`config.mk`:
```
export PLATFORM = sky130hd
export DESIGN_NAME = smul_top
export DESIGN_NICKNAME = d
export VERILOG_FILES = /design/src/rtl/smul_pkg.sv /design/src/rtl/smul_ctrl.sv /design/src/rtl/smul_addsub.sv /design/src/rtl/smul_datapath.sv /design/src/rtl/smul_top.sv
export SDC_FILE = /design/constraint.sdc
export NUM_CORES = 1
export LEC_CHECK = 0
export BUFFER_PORTS_ARGS = -buffer_cell sky130_fd_sc_hd__buf_4
export CAP_MARGIN = 20
export CORE_ASPECT_RATIO = 1.5
export CORE_MARGIN = 2
export CORE_UTILIZATION = 45
export DETAILED_ROUTE_END_ITERATION = 7
export GPL_ROUTABILITY_DRIVEN = 0
export MAX_ROUTING_LAYER = met4
export PLACE_DENSITY = 0.74
export SYNTH_ARGS = -nofsm -noshare
export SYNTH_HDL_FRONTEND = slang
export SYNTH_SLANG_ARGS = --single-unit
```
`constraint.sdc`:
```
create_clock -name clk -period 3 [get_ports clk]
set_input_delay 0.3 -clock clk [delete_from_list [all_inputs] [get_ports clk]]
set_output_delay 0.3 -clock clk [all_outputs]
set_load 0.005 [all_outputs]
```
`src/rtl/smul_pkg.sv`:
```
package smul_pkg;
  typedef enum logic [0:0] {
    ST_IDLE = 1'b0,
    ST_RUN  = 1'b1
  } smul_state_e;
endpackage

```
`src/rtl/smul_ctrl.sv`:
```
module smul_ctrl
  import smul_pkg::*;
#(
  parameter int WIDTH = 4
) (
  input  logic clk,
  input  logic rst_n,
  input  logic start,
  output logic load,
  output logic step,
  output logic last,
  output logic busy,
  output logic done
);
  localparam int CW = (WIDTH > 1) ? $clog2(WIDTH) : 1;
  localparam logic [CW-1:0] LAST_CNT = CW'(WIDTH - 1);

  smul_state_e state_q, state_nxt;
  logic [CW-1:0] cnt_q, cnt_nxt;
  logic          cnt_en;
  logic          done_q, done_nxt;

  always_comb begin
    load = (state_q == ST_IDLE) && start;
    step = (state_q == ST_RUN);
    last = step && (cnt_q == LAST_CNT);
  end

  always_comb begin
    state_nxt = state_q;
    case (state_q)
      ST_IDLE: if (start) state_nxt = ST_RUN;
      ST_RUN:  if (last)  state_nxt = ST_IDLE;
      default: state_nxt = ST_IDLE;
    endcase
  end

  always_comb begin
    cnt_en  = load || step;
    cnt_nxt = load ? '0 : cnt_q + CW'(1);
    done_nxt = last;
  end

  always_ff @(posedge clk or negedge rst_n) begin
    if (!rst_n) begin
      state_q <= ST_IDLE;
      cnt_q   <= '0;
      done_q  <= 1'b0;
    end else begin
      state_q <= state_nxt;
      done_q  <= done_nxt;
      if (cnt_en) cnt_q <= cnt_nxt;
    end
  end

  assign busy = (state_q == ST_RUN);
  assign done = done_q;

  assert_cnt_range_R2: assert property (@(posedge clk) disable iff (!rst_n)
    busy |-> (cnt_q <= LAST_CNT));
  assert_done_pulse_R3: assert property (@(posedge clk) disable iff (!rst_n)
    done |=> !done);
  assert_done_not_busy_R3: assert property (@(posedge clk) disable iff (!rst_n)
    done |-> !busy);
  assert_done_after_run_R3: assert property (@(posedge clk) disable iff (!rst_n)
    $rose(done) |-> $past(busy));
  assert_ignore_start_R7: assert property (@(posedge clk) disable iff (!rst_n)
    (busy && !last) |=> busy);
endmodule

```
`src/rtl/smul_addsub.sv`:
```
module smul_addsub #(
  parameter int WIDTH = 4
) (
  input  logic [WIDTH-1:0] acc,
  input  logic [WIDTH-1:0] mcand,
  input  logic             use_mcand,
  input  logic             negate,
  output logic [WIDTH:0]   sum
);
  localparam int SW = WIDTH + 1;

  logic [SW-1:0] acc_ext, mc_ext, opnd;
  logic          cin;

  always_comb begin
    acc_ext = {acc[WIDTH-1], acc};
    mc_ext  = {mcand[WIDTH-1], mcand};
    if (!use_mcand)  opnd = '0;
    else if (negate) opnd = ~mc_ext;
    else             opnd = mc_ext;
    cin = use_mcand && negate;
    sum = acc_ext + opnd + SW'(cin);
  end
endmodule

```
`src/rtl/smul_datapath.sv`:
```
module smul_datapath #(
  parameter int WIDTH = 4
) (
  input  logic               clk,
  input  logic               rst_n,
  input  logic               load,
  input  logic               step,
  input  logic               last,
  input  logic [WIDTH-1:0]   mcand_in,
  input  logic [WIDTH-1:0]   mplier_in,
  output logic [2*WIDTH-1:0] product
);
  localparam int PW = 2 * WIDTH;

  logic [WIDTH-1:0] mcand_q;
  logic [PW-1:0]    prod_q, prod_nxt;
  logic             prod_en;
  logic [WIDTH:0]   part_sum;

  smul_addsub #(.WIDTH(WIDTH)) u_addsub (
    .acc       (prod_q[PW-1:WIDTH]),
    .mcand     (mcand_q),
    .use_mcand (prod_q[0]),
    .negate    (last),
    .sum       (part_sum)
  );

  always_comb begin
    prod_en = load || step;
    if (load) prod_nxt = {{WIDTH{1'b0}}, mplier_in};
    else      prod_nxt = {part_sum, prod_q[WIDTH-1:1]};
  end

  always_ff @(posedge clk or negedge rst_n) begin
    if (!rst_n) begin
      mcand_q <= '0;
      prod_q  <= '0;
    end else begin
      if (load)    mcand_q <= mcand_in;
      if (prod_en) prod_q  <= prod_nxt;
    end
  end

  assign product = prod_q;

  assert_hold_R8: assert property (@(posedge clk) disable iff (!rst_n)
    (!load && !step) |=> $stable(prod_q));
  assert_mcand_fixed_R9: assert property (@(posedge clk) disable iff (!rst_n)
    !load |=> $stable(mcand_q));
  assert_sign_shift_R5: assert property (@(posedge clk) disable iff (!rst_n)
    (step && !prod_q[0]) |=> (prod_q[PW-1] == $past(prod_q[PW-1])));
endmodule

```
`src/rtl/smul_top.sv`:
```
module smul_top #(
  parameter int WIDTH = 4
) (
  input  logic               clk,
  input  logic               rst_n,
  input  logic               start,
  input  logic [WIDTH-1:0]   mcand,
  input  logic [WIDTH-1:0]   mplier,
  output logic               busy,
  output logic               done,
  output logic [2*WIDTH-1:0] product
);
  logic load, step, last;

  smul_ctrl #(.WIDTH(WIDTH)) u_ctrl (
    .clk   (clk),
    .rst_n (rst_n),
    .start (start),
    .load  (load),
    .step  (step),
    .last  (last),
    .busy  (busy),
    .done  (done)
  );

  smul_datapath #(.WIDTH(WIDTH)) u_dp (
    .clk       (clk),
    .rst_n     (rst_n),
    .load      (load),
    .step      (step),
    .last      (last),
    .mcand_in  (mcand),
    .mplier_in (mplier),
    .product   (product)
  );

  assert_start_accept_R2: assert property (@(posedge clk) disable iff (!rst_n)
    (start && !busy) |=> busy);
  assert_reset_idle_R1: assert property (@(posedge clk) disable iff (!rst_n)
    $rose(rst_n) |-> (!busy && !done));
endmodule

```
==> results.txt <==
status: finished clean
hold slack: 230 ps
Die Height: 58.4 µm
fill count: 173
Layout area overhead: 22.1%
Avg Inst Size Synth: 11.7 µm²
Resized cells post-CTS: 0
Nets: 116
Clk Latency, worst-skew pair: 290 ps
number of global-route vias before repair: 627
most used routing layer: met2
Slew Limit Fails: 0
warnings from Yosys: 0
drt total wl: 1.58 mm
post-synth cell types: 28
Setup TNS: 0 ps
WP data required: 3220 ps
Worst VDD drop: 0.543 mV
CTS Hold Bufs: 1
clock-pin slew on the worst setup and hold paths: 90 ps
Initial DRT Pass Iterations: 4
Antenna diodes: 0
RSZ-0062 raised after global routing: false
cts bufs inserted: 3
Crit. End Element: register
Leak: 0.528 nW
mapped cell area: 888 µm²
Routed Antenna Nets: 0
Main synth FF type: dfrtp_1
dpl hpwl: 1.20 mm
Clock Sinks: 16
placement row count: 19
worst slew pin tran: 347 ps
core area: 1850 µm²
GR Layer Usage met1: 19.8%
Synth Register Bits: 16
routed len/inst: 13.2 µm
met2 global-route usage: 26.3%
CP max stage delay: 420 ps
First DRT Iteration DRCs: 11
share of cells above drive strength 1: 34.7%
H-tree level count: 1
crit share post-route: 75.9%
Placed Cells: 114
crit path time final: 2280 ps
DRC Markers: 0
max-capacitance violation count: 0
clk buf depth: 2
largest net degree at the start of global routing: 24
final hold vios: 0
Hold WC Path Type: in -> reg
top-area cell type share of the netlist area: 45.1%
fmax: 439 MHz
port buffer count: 20
Max-slew headroom: 76.8%
vias per cell: 5.35
GRT Total Usage: 17.3%
Pwr per Cell Area: 1090 nW/µm²
most frequent CP cell: fa_1
initial cell density of the core: 47.9%
grt met3 use: 2.64%
Post-synth top cells: 16 x dfrtp_1, 5 x mux2_2, 5 x nand2_1
antenna violations before repair: 0
I/O pin cnt: 21
Fin Clk Skew: 2.22 ps
CP Data Arrival Time: 2490 ps
top area cells in the synthesized netlist: dfrtp_1 45%, mux2_2 6.3%, ha_1 5.6%
Post-CTS Setup Bufs: 0
DR vias: 637
Finish-stage setup viols: 0
Syn Nets: 93
Die X: 40.3 µm
Congestion Overflow GR: 0
Non-Filler Instances: 119
crit path kind: reg -> reg
die area: 2350 µm²
Critical Path Fanout Max: 5
crit path cell chain: ha_1, nand2_2, xnor2_1, and2_1, fa_1, fa_1, nand2_1, nand3_1, a31oi_1
post-synth top area cell: dfrtp_1
register area share after synthesis: 45.1%
first-pass GRT wire length: 2.72 mm
FFs w/ async S/R, synth: 100%
Slowest cell on crit path: fa_1
cell count after synthesis: 76
count leader, synth: dfrtp_1
CTS tree: done
clock root buffer master: clkbuf_4
number of synthesized flops with an enable pin: 0
CP startpoint kind: register
-- layout make-up --
| type | instances | area (µm²) | area share (%) |
|---|---|---|---|
| Timing Repair Buffer | 22 | 168 | 15.5 |
| Tap cell | 21 | 26.3 | 2.42 |
| Multi-Input combinational cell | 54 | 447 | 41.2 |
| Clock buffer | 4 | 36.3 | 3.34 |
| Sequential cell | 16 | 400 | 36.9 |
| Inverter | 2 | 7.51 | 0.692 |
-- report_power, final --
part | internal (mW) | switching, mW | leakage, nW | total (mW)
Clock | 0.0740 | 0.0704 | 0.0210 | 0.144
Combinational | 0.355 | 0.276 | 0.314 | 0.631
Sequential | 0.328 | 0.0839 | 0.193 | 0.412
Total | 0.757 | 0.431 | 0.528 | 1.19
-- state kept, by name (all words and copies together), names as in the netlist --
signal and flops:
u_ctrl.busy 1, u_ctrl.done 1, u_ctrl.cnt_q 2, u_dp.mcand_q 4, u_dp.product 8
-- per-layer routing --
metal / part of all wire (%) / wire length, µm
met5: 0 / 0
met4: 1.8 / 28
met3: 5.5 / 87
met2: 53 / 842
met1: 39 / 617
-- through the flow --
step	worst slack (ps)	util, %	total power, mW	area (µm²)
4_1_cts	722	58.5	1.20	1080
6_report	724	58.5	1.19	1080
3_5_place_dp	735	56.0	1.06	1040
3_3_place_gp	797	56.0	1.03	1040
2_1_floorplan	831	-	0.870	888
5_1_grt	577	58.5	1.31	1080
-- kinds of logic (layout without fill, tap and decap cells) --
kind of cell / after synthesis / after routing / synth area share (%)
adders and majority gates: 6 / 6 / 10.1
xor gates and xnor gates: 5 / 5 / 4.93
buffers and inverters: 6 / 28 / 4.65
muxes: 9 / 9 / 10.8
DFF: 16 / 16 / 45.1
and+or+nand+nor: 22 / 22 / 14.8
AOI/OAI and AO/OA: 12 / 12 / 9.58
-- cells in the final DEF, fill, tap and decap left out --
master / n
and3_1: 1
nand2b_1: 1
a21oi_1: 2
buf_4: 21
a31oi_1: 1
nor2_4: 1
mux2i_1: 4
o21ai_0: 4
o211ai_1: 1
nand2_2: 1
clkbuf_4: 3
nor2_1: 4
xor2_1: 1
ha_1: 4
fa_1: 2
a22o_1: 3
a311oi_2: 1
mux2_2: 5
dfrtp_1: 16
nand3_1: 1
nor3b_2: 1
and3b_1: 1
dlygate4sd3_1: 1
inv_1: 2
nand4b_1: 1
nand2_1: 5
xnor2_1: 4
clkbuf_8: 1
and2_1: 4
nand3b_1: 1
-- critical path, delay by kind of cell, from the launching register on --
| family | cells | cell delay, ps |
|---|---|---|
| adder cells (fa/ha/maj) | 3 | 1060 |
| AND/OR/NAND/NOR | 4 | 480 |
| flip-flops | 1 | 400 |
| AO/OA/AOI/OAI | 1 | 190 |
| XOR/XNOR | 1 | 70 |
-- worst paths after layout --
kind	from	endpoint	slack [ps]	cells past startpoint
max in group asynchronous	rst_n	u_ctrl.cnt_q[1]	2430	2
min reg2reg	u_dp.product[1]	u_dp.product[0]	520	2
max reg2reg	u_ctrl.cnt_q[0]	u_dp.product[7]	720	9
min	mcand[3]	u_dp.mcand_q[3]	230	2
max	u_ctrl.cnt_q[0]	u_dp.product[7]	720	9
min in group asynchronous	rst_n	u_dp.product[1]	390	2
No activity file was read; power rests on OpenSTA's default activity.
